<file path="src/rtl/irq_arb_pkg.sv">
`timescale 1ns/1ps
package irq_arb_pkg;
  localparam int PRIO_W = 8;
  localparam int RUN_W  = 9;
  localparam int ID_W   = 10;
  localparam int PRIV_N = 32;
  localparam logic [ID_W-1:0]  SPURIOUS_ID = 10'd1023;
  localparam logic [RUN_W-1:0] IDLE_PRIO   = 9'h100;
endpackage

</file>
<file path="src/rtl/irq_prio_pick.sv">
`timescale 1ns/1ps
// Combinational minimum search over one core's candidates.
module irq_prio_pick
  import irq_arb_pkg::*;
#(
  parameter int NUM_IRQ  = 64,
  parameter int SHARED_N = 32
) (
  input  logic [NUM_IRQ-1:0]         en,
  input  logic [NUM_IRQ-1:0]         pend,
  input  logic [PRIV_N*PRIO_W-1:0]   prio_priv,
  input  logic [SHARED_N*PRIO_W-1:0] prio_shr,
  output logic [RUN_W-1:0]           best_prio,
  output logic [ID_W-1:0]            best_id
);
  // Effective priority per ID; ineligible IDs get the idle sentinel.
  logic [RUN_W-1:0] eff [NUM_IRQ];

  genvar gi;
  generate
    for (gi = 0; gi < NUM_IRQ; gi++) begin : g_eff
      if (gi < PRIV_N) begin : g_priv
        assign eff[gi] = (en[gi] && pend[gi]) ?
                         {1'b0, prio_priv[gi*PRIO_W +: PRIO_W]} : IDLE_PRIO;
      end else begin : g_shr
        assign eff[gi] = (en[gi] && pend[gi]) ?
                         {1'b0, prio_shr[(gi-PRIV_N)*PRIO_W +: PRIO_W]} : IDLE_PRIO;
      end
    end
  endgenerate

  // Ascending scan with strict compare: lowest ID wins a tie.
  always_comb begin
    best_prio = IDLE_PRIO;
    best_id   = SPURIOUS_ID;
    for (int i = 0; i < NUM_IRQ; i++) begin
      if (eff[i] < best_prio) begin
        best_prio = eff[i];
        best_id   = ID_W'(i);
      end
    end
  end
endmodule

</file>
<file path="src/rtl/irq_cpu_gate.sv">
`timescale 1ns/1ps
// Applies enables and both thresholds, then registers the result.
module irq_cpu_gate
  import irq_arb_pkg::*;
(
  input  logic              clk,
  input  logic              rst,
  input  logic              glob_en,
  input  logic              if_en,
  input  logic [RUN_W-1:0]  best_prio,
  input  logic [ID_W-1:0]   best_id,
  input  logic [PRIO_W-1:0] mask,
  input  logic [RUN_W-1:0]  running,
  output logic [ID_W-1:0]   id_q,
  output logic              irq_q
);
  logic pass_mask;
  logic open;

  assign open      = glob_en && if_en;
  assign pass_mask = best_prio <= {1'b0, mask};

  always_ff @(posedge clk) begin
    if (rst) begin
      id_q  <= SPURIOUS_ID;
      irq_q <= 1'b0;
    end else if (!open) begin
      id_q  <= SPURIOUS_ID;
      irq_q <= 1'b0;
    end else begin
      id_q  <= pass_mask ? best_id : SPURIOUS_ID;
      irq_q <= pass_mask && (best_prio < running);
    end
  end
endmodule

</file>
<file path="src/rtl/irq_prio_arbiter.sv">
`timescale 1ns/1ps
module irq_prio_arbiter
  import irq_arb_pkg::*;
#(
  parameter int NUM_IRQ  = 64,
  parameter int NUM_CPU  = 2,
  parameter int SHARED_N = (NUM_IRQ > PRIV_N) ? NUM_IRQ - PRIV_N : 1
) (
  input  logic                         clk,
  input  logic                         rst,
  input  logic                         dist_en,
  input  logic [NUM_CPU-1:0]           cpu_if_en,
  input  logic [NUM_CPU*NUM_IRQ-1:0]   irq_en,
  input  logic [NUM_CPU*NUM_IRQ-1:0]   irq_pend,
  input  logic [NUM_CPU*PRIV_N*PRIO_W-1:0] prio_private,
  input  logic [SHARED_N*PRIO_W-1:0]   prio_shared,
  input  logic [NUM_CPU*PRIO_W-1:0]    prio_mask,
  input  logic [NUM_CPU*RUN_W-1:0]     run_prio,
  output logic [NUM_CPU*ID_W-1:0]      pend_id,
  output logic [NUM_CPU-1:0]           irq_out
);
  localparam int PRIV_BITS = PRIV_N * PRIO_W;

  genvar gc;
  generate
    for (gc = 0; gc < NUM_CPU; gc++) begin : g_cpu
      logic [RUN_W-1:0] best_prio;
      logic [ID_W-1:0]  best_id;

      irq_prio_pick #(
        .NUM_IRQ (NUM_IRQ),
        .SHARED_N(SHARED_N)
      ) u_pick (
        .en       (irq_en[gc*NUM_IRQ +: NUM_IRQ]),
        .pend     (irq_pend[gc*NUM_IRQ +: NUM_IRQ]),
        .prio_priv(prio_private[gc*PRIV_BITS +: PRIV_BITS]),
        .prio_shr (prio_shared),
        .best_prio(best_prio),
        .best_id  (best_id)
      );

      irq_cpu_gate u_gate (
        .clk      (clk),
        .rst      (rst),
        .glob_en  (dist_en),
        .if_en    (cpu_if_en[gc]),
        .best_prio(best_prio),
        .best_id  (best_id),
        .mask     (prio_mask[gc*PRIO_W +: PRIO_W]),
        .running  (run_prio[gc*RUN_W +: RUN_W]),
        .id_q     (pend_id[gc*ID_W +: ID_W]),
        .irq_q    (irq_out[gc])
      );
    end
  endgenerate
endmodule

</file>
<file path="config.mk">
export PLATFORM = sky130hd
export DESIGN_NAME = irq_prio_arbiter
export DESIGN_NICKNAME = d
export VERILOG_FILES = /design/src/rtl/irq_arb_pkg.sv /design/src/rtl/irq_prio_pick.sv /design/src/rtl/irq_cpu_gate.sv /design/src/rtl/irq_prio_arbiter.sv
export SDC_FILE = /design/constraint.sdc
export NUM_CORES = 2
export LEC_CHECK = 0
export BUFFER_PORTS_ARGS = -buffer_cell sky130_fd_sc_hd__buf_2
export CELL_PAD_IN_SITES_DETAIL_PLACEMENT = 0
export CELL_PAD_IN_SITES_GLOBAL_PLACEMENT = 1
export CORE_UTILIZATION = 25
export CTS_CLUSTER_SIZE = 16
export DETAILED_ROUTE_END_ITERATION = 8
export GPL_TIMING_DRIVEN = 0
export PLACE_DENSITY = 0.61
export REMOVE_ABC_BUFFERS = 1
export SYNTH_ARGS = -nofsm -noshare
export SYNTH_HDL_FRONTEND = slang
export SYNTH_SLANG_ARGS = --single-unit
export TNS_END_PERCENT = 20
</file>
<file path="constraint.sdc">
create_clock -name clk -period 154.4 [get_ports clk]
set_clock_uncertainty 0.1 [all_clocks]
set_input_delay 0 -clock clk [delete_from_list [all_inputs] [get_ports clk]]
set_output_delay 0 -clock clk [all_outputs]
set_load 0.02 [all_outputs]
</file>
---- Word-level counts from Yosys, hierarchy flattened ----
Index checks and enable logic that the tools add are counted.
W data, S select, Z words.
cells by class
  shifts and indexed selects .............. 0
  equal/unequal tests ..................... 0
  add/subtract/negate cells ............... 0
  divide/modulo/power cells ............... 0
  multiply operators ...................... 0
  multiplexer cells ....................... 384
  order comparisons ....................... 132
  bitwise logic cells ..................... 4
  reductions and logical operators ........ 148
operators by type and width
  cell                  count
  $mux W9               256
  $mux W10              128
  $lt A9 B9 Y1          128
  $logic_and A1 B1 Y1   132
  $reduce_or A35 Y1     2
  $reduce_or A19 Y1     2
  $reduce_or A11 Y1     2
  $le A9 B8 Y1          2
  $lt A9 B9 Y1 const B  2
  $reduce_or A7 Y1      2
  $reduce_or A5 Y1      2
  $reduce_or A4 Y1      2
  $reduce_or A3 Y1      2
  $not A1 Y1            4
  $reduce_or A2 Y1      2
storage, ports and cells
  register bits after elaboration ......... 22
  latch bits .............................. 0
  RAM bits ................................ 0
  bits in read-only memories .............. 0
  output and inout bits ................... 22
  memories ................................ 0
  logic and storage cells ................. 684

---- Depth between registers and ports, before layout ----
  depth in word-level cells ............... 133
  gate-level depth with buffers ........... 754
  mapped depth without buffers ............ 703

---- Modules after synthesis ----
Synthesis repeated with hierarchy kept, for this count alone.
unflattened totals
  cell total of the unflattened synthesis .. 8,230
  area total of the unflattened synthesis .. 56,864.5 sq um
by module, submodules not included
  module                           times used  cells each  seq. area each (sq um)  area an instance (sq um)
  irq_prio_pick (g_cpu[0].u_pick)  1           4,078       0.0                     27,963.1
  irq_prio_pick (g_cpu[1].u_pick)  1           3,986       0.0                     27,420.0
  irq_cpu_gate                     2           83          220.2                   740.7

---- Least setup slack after synthesis ----
Ideal clock, no wire load.
  path kind ............................... in2reg
  start ................................... input irq_en[64]
  end ..................................... register g_cpu[1].u_gate.id_q[4]
  slack ................................... 27,353 ps
  data required time ...................... 154,161 ps
  stages .................................. 704
  data arrival time ....................... 126,808 ps
  setup time .............................. 139 ps
  cells stage by stage .................... nand2_1 clkinv_1 nand2_1 ha_1 and4_1 buf_4 o211a_1 a221oi_2 clkbuf_8 a21oi_1 a31oi_1 ha_1 a21o_1 a211oi_2 o21ai_0 a211oi_1 o2bb2ai_1 nand2_2 [668 not listed] o21ai_0 o41a_4 buf_6 nand2_1 o21ai_1 ha_1 nor2b_1 o21a_1 o21ai_0 nand2b_1 a21oi_1 nor2b_1 o21ai_0 nand2b_1 a21oi_1 o211a_1 nor2b_2 o2111ai_2
on the way
  cells in the longest elaborated chain, start to end .. 133
ends and longest elaborated chain
  item                         line                    RTL
  start: declaration           irq_prio_arbiter.sv:13  input logic [NUM_CPU*NUM_IRQ-1:0] irq_en,
  $logic_and A1 B1 Y1 *        irq_prio_pick.sv:23     assign eff[gi] = (en[gi] && pend[gi]) ?
  $mux W9 *                    irq_prio_pick.sv:23
  $lt A9 B9 Y1                 irq_prio_pick.sv:37     if (eff[i] < best_prio) begin
  $mux W9                      irq_prio_pick.sv:37
  $lt A9 B9 Y1                 irq_prio_pick.sv:37
  $mux W9                      irq_prio_pick.sv:37
  $lt A9 B9 Y1                 irq_prio_pick.sv:37
  $mux W9                      irq_prio_pick.sv:37
  [117 not listed]             -
  $mux W9                      irq_prio_pick.sv:37
  $lt A9 B9 Y1                 irq_prio_pick.sv:37
  $mux W9                      irq_prio_pick.sv:37
  $lt A9 B9 Y1                 irq_prio_pick.sv:37
  $mux W9                      irq_prio_pick.sv:37
  $le A9 B8 Y1                 irq_cpu_gate.sv:21      assign pass_mask = best_prio <= {1'b0, mask};
  $not A1 Y1 (no line)         -
  $reduce_or A19 Y1 (no line)  -
  end signal: assignment       irq_cpu_gate.sv:31      id_q <= pass_mask ? best_id : SPURIOUS_ID;
  end: declaration             irq_cpu_gate.sv:14      output logic [ID_W-1:0] id_q,
Every way passes the cells marked *; elsewhere a longest branch is shown, timed or not.
A chain may end at the register's enable or synchronous reset.

---- Worst setup path in the final report ----
  start ................................... input irq_pend[64]
  end ..................................... register g_cpu[1].u_gate.id_q[4]
on the way
  cells in the longest elaborated chain, start to end .. 133
ends and longest elaborated chain
  item                         line                    RTL
  start: declaration           irq_prio_arbiter.sv:14  input logic [NUM_CPU*NUM_IRQ-1:0] irq_pend,
  $logic_and A1 B1 Y1 *        irq_prio_pick.sv:23
  $mux W9 *                    irq_prio_pick.sv:23
  $lt A9 B9 Y1                 irq_prio_pick.sv:37
  $mux W9                      irq_prio_pick.sv:37
  $lt A9 B9 Y1                 irq_prio_pick.sv:37
  $mux W9                      irq_prio_pick.sv:37
  $lt A9 B9 Y1                 irq_prio_pick.sv:37
  $mux W9                      irq_prio_pick.sv:37
  [117 not listed]             -
  $mux W9                      irq_prio_pick.sv:37
  $lt A9 B9 Y1                 irq_prio_pick.sv:37
  $mux W9                      irq_prio_pick.sv:37
  $lt A9 B9 Y1                 irq_prio_pick.sv:37
  $mux W9                      irq_prio_pick.sv:37
  $le A9 B8 Y1                 irq_cpu_gate.sv:21
  $not A1 Y1 (no line)         -
  $reduce_or A19 Y1 (no line)  -
Marked as above.

==> out/metrics.cfg <==
[floorplanning]
rows=172
coreArea_um2=220000
start_util=0.252
die_h_um=472
fp.dieArea_um2=223000
ioPinCount=1085
die_w_um=472

[hold_path]
holdCritPathClass=in2reg
min_from=run_prio[0]
hold_depth=3
min_to=g_cpu[0].u_gate.irq_q$_SDFF_PP0_

[grt]
grt_util_all_layers=0.224
grt_pass1_vias=61800
grt_max_degree=26
grt_pass1_wl_um=387000
overflow=0
antenna_found_initial=199

[timing]
relSlewSlack=0.140
min_period_over_period=0.924
final.setup.tns_ns=0
slew_violations=0
maxClockFrequency_mhz=7.01
setup_viol=0
hold_violations=0
post-route-min-period_ns=142.65
worstMarginPinSlew_ns=1.28

[clocking]
clkSlewWorstSetupHoldPaths_ns=0.08
htreeDepth=1
cts.sinks=16
cts_buffers=3
cts.hold.buffers_added=0
cts_tree=yes
clock-root-buffer=clkbuf_16
clock_path_buffers=2

[yosys]
ys_warn_count=0
syn-instance-count=8091
synth_edf_count=0
synth.top_cell.area_share=0.205
syn_area_per_cell_um2=6.84
ys.flop_type=dfxtp_1
syn_area_um2=55300
ys_seq_area_frac=0.00579
yosys.area.top_type=ha_1
ys_async_sr_fraction=0
synth_cell_type_count=189
synth_area_leaders=ha_1 (20%), a21oi_1 (8.1%), and3_1 (7.6%)
yosys_register_bits=16

[finish]
drive_gt1_frac=0.231
nets=11000
fin_area_um2=63700
syn_to_final_growth_pct=15.2
n_fill_cell=24500
fin_util=0.290

[setup_path]
path_max_fanout=25
worst-setup-path-type=in2reg
cp_common_cell=a21oi_1
endpoint_kind=flop
arrival_ns=142.66
worstPathRequired_ns=154.42
cp-start-kind=input port
startpoint=irq_pend[64]
slowest_stage=a221oi_1
cp_slowest_stage_delay_ns=0.50

[routing]
ant_nets=0
via_per_inst=5.40
vias=65200
wl_per_cell_um=21.9
drtPass1Iterations=6
wl_um=265000
post-route-drc-count=0
dr.first_iter.drc_count=5138

[placed_design]
placedInstanceArea_um2=62500
io_buffers=1084
place_hpwl_um=238000
routabilityCongestion=0.990

[run_status]
status=completed

[run]
max_cap_violations=0

flip-flops by register name, indices dropped and copies added, names as in the netlist:
name,flops
g_cpu.u_gate.id_q,14
g_cpu.u_gate.irq_q,2
cells by family after synthesis:
family	after synthesis	share of synthesized area
buffers and inverters	638	0.0637
muxes	349	0.0712
AOI/OAI and AO/OA	2664	0.326
xor gates and xnor gates	2	0.000452
adders and majority gates	923	0.208
DFF	16	0.00579
and+or+nand+nor	3499	0.325
worst max-delay path, delay by kind of cell:
kind,cells,cell delay [ns]
fa+ha+maj,64,19.26
compound gates,355,76.39
simple gates,205,35.67
mux,27,9.66
buf+inv,8,1.46
metrics by stage:
step / hold slack, ns / worst slack (ns) / cells
after floorplan: 0.167 / 27.03 / 7854
after global routing: 0.0390 / -0.133 / 12000
final: 0.00370 / 11.75 / 12100
after global placement: 0.297 / 1.44 / 11900
after detailed placement: 0.332 / 2.10 / 11900
after CTS: 0.00330 / 1.97 / 11900
routing by layer:
layer  global-route usage  share of wire  wire [um]  up-vias
met5                    0         0.0016        431        -
met4               0.0783          0.037       9680       74
met3               0.0263          0.053      14100      425
met2                0.378           0.46     122000     2003
met1                0.291           0.45     119000    30400
li1                     -              -          -    32300
cell usage after synthesis, drive strengths merged, types with 28 or more instances:
cell and count:
nand4 57, nand2 1028, o31ai 55, a31oi 112
a211o 35, nor2b 127, o2111ai 33, o211ai 86
or2 47, o211a 35, inv 400, a211oi 95
or2b 56, o21ai 585, or3 28, a21o 199
nor2 701, nand2b 91, a31o 32, buf 107
nor3 83, and3 781, o21a 103, and2 165
mux2i 88, a21oi 919, a221oi 28, nand3 218
ha 906, a21boi 32, clkbuf 115, mux2 261
how the worst max path moves through the flow:
| stage | endpoint | cells past startpoint |
|---|---|---|
| after detailed placement | g_cpu[1].u_gate.id_q[4]$_SDFF_PP1_ | 639 |
| after global routing | g_cpu[1].u_gate.id_q[4]$_SDFF_PP1_ | 661 |
| final | g_cpu[1].u_gate.id_q[4]$_SDFF_PP1_ | 659 |
| after global placement | g_cpu[1].u_gate.id_q[4]$_SDFF_PP1_ | 632 |
| after CTS | g_cpu[1].u_gate.id_q[4]$_SDFF_PP1_ | 636 |
| after floorplan | g_cpu[1].u_gate.id_q[4]$_SDFF_PP1_ | 632 |
repair_timing:
action,CTS,global route
endpoints found under the setup margin,0,16
endpoints found under the hold margin,0,0
buffers inserted,0,52
resized for setup,0,117
cell usage in the layout (no fill, tap or decap), types with 22 or more instances in the layout:
master	n
nand2b_1	90
o21ai_0	507
nand3_1	216
a21o_2	50
o2111ai_1	26
a31o_2	23
buf_4	50
mux2_2	229
diode_2	115
and3_2	106
or2b_2	45
nand2_2	24
nor3_1	74
and2_2	43
a21boi_0	22
inv_1	398
mux2i_1	80
nor2b_1	125
mux2_4	23
o21ai_1	58
and2_1	115
o21a_1	86
o31ai_1	40
and3_1	675
o211ai_1	76
a211o_1	25
ha_1	906
nand4_1	57
a21oi_1	882
a21oi_2	31
buf_2	1084
nand2_1	999
nor2_1	684
a21o_1	146
a31oi_1	100
a211oi_1	73
o211a_1	31
or2_2	29
layout make-up:
cell class / instances / area [um2] / share of cell area
clock buffer: 3 / 75.1 / 0.00118
antenna: 115 / 288 / 0.00452
tap: 2958 / 3700 / 0.0581
timing repair buffer: 1140 / 5910 / 0.0928
sequential: 16 / 320 / 0.00503
inverter: 401 / 1510 / 0.0236
multi-input combinational: 7438 / 51900 / 0.815
Power is not shown: default switching activity piles up to over one toggle a cycle in this logic, so the estimate is an artifact.
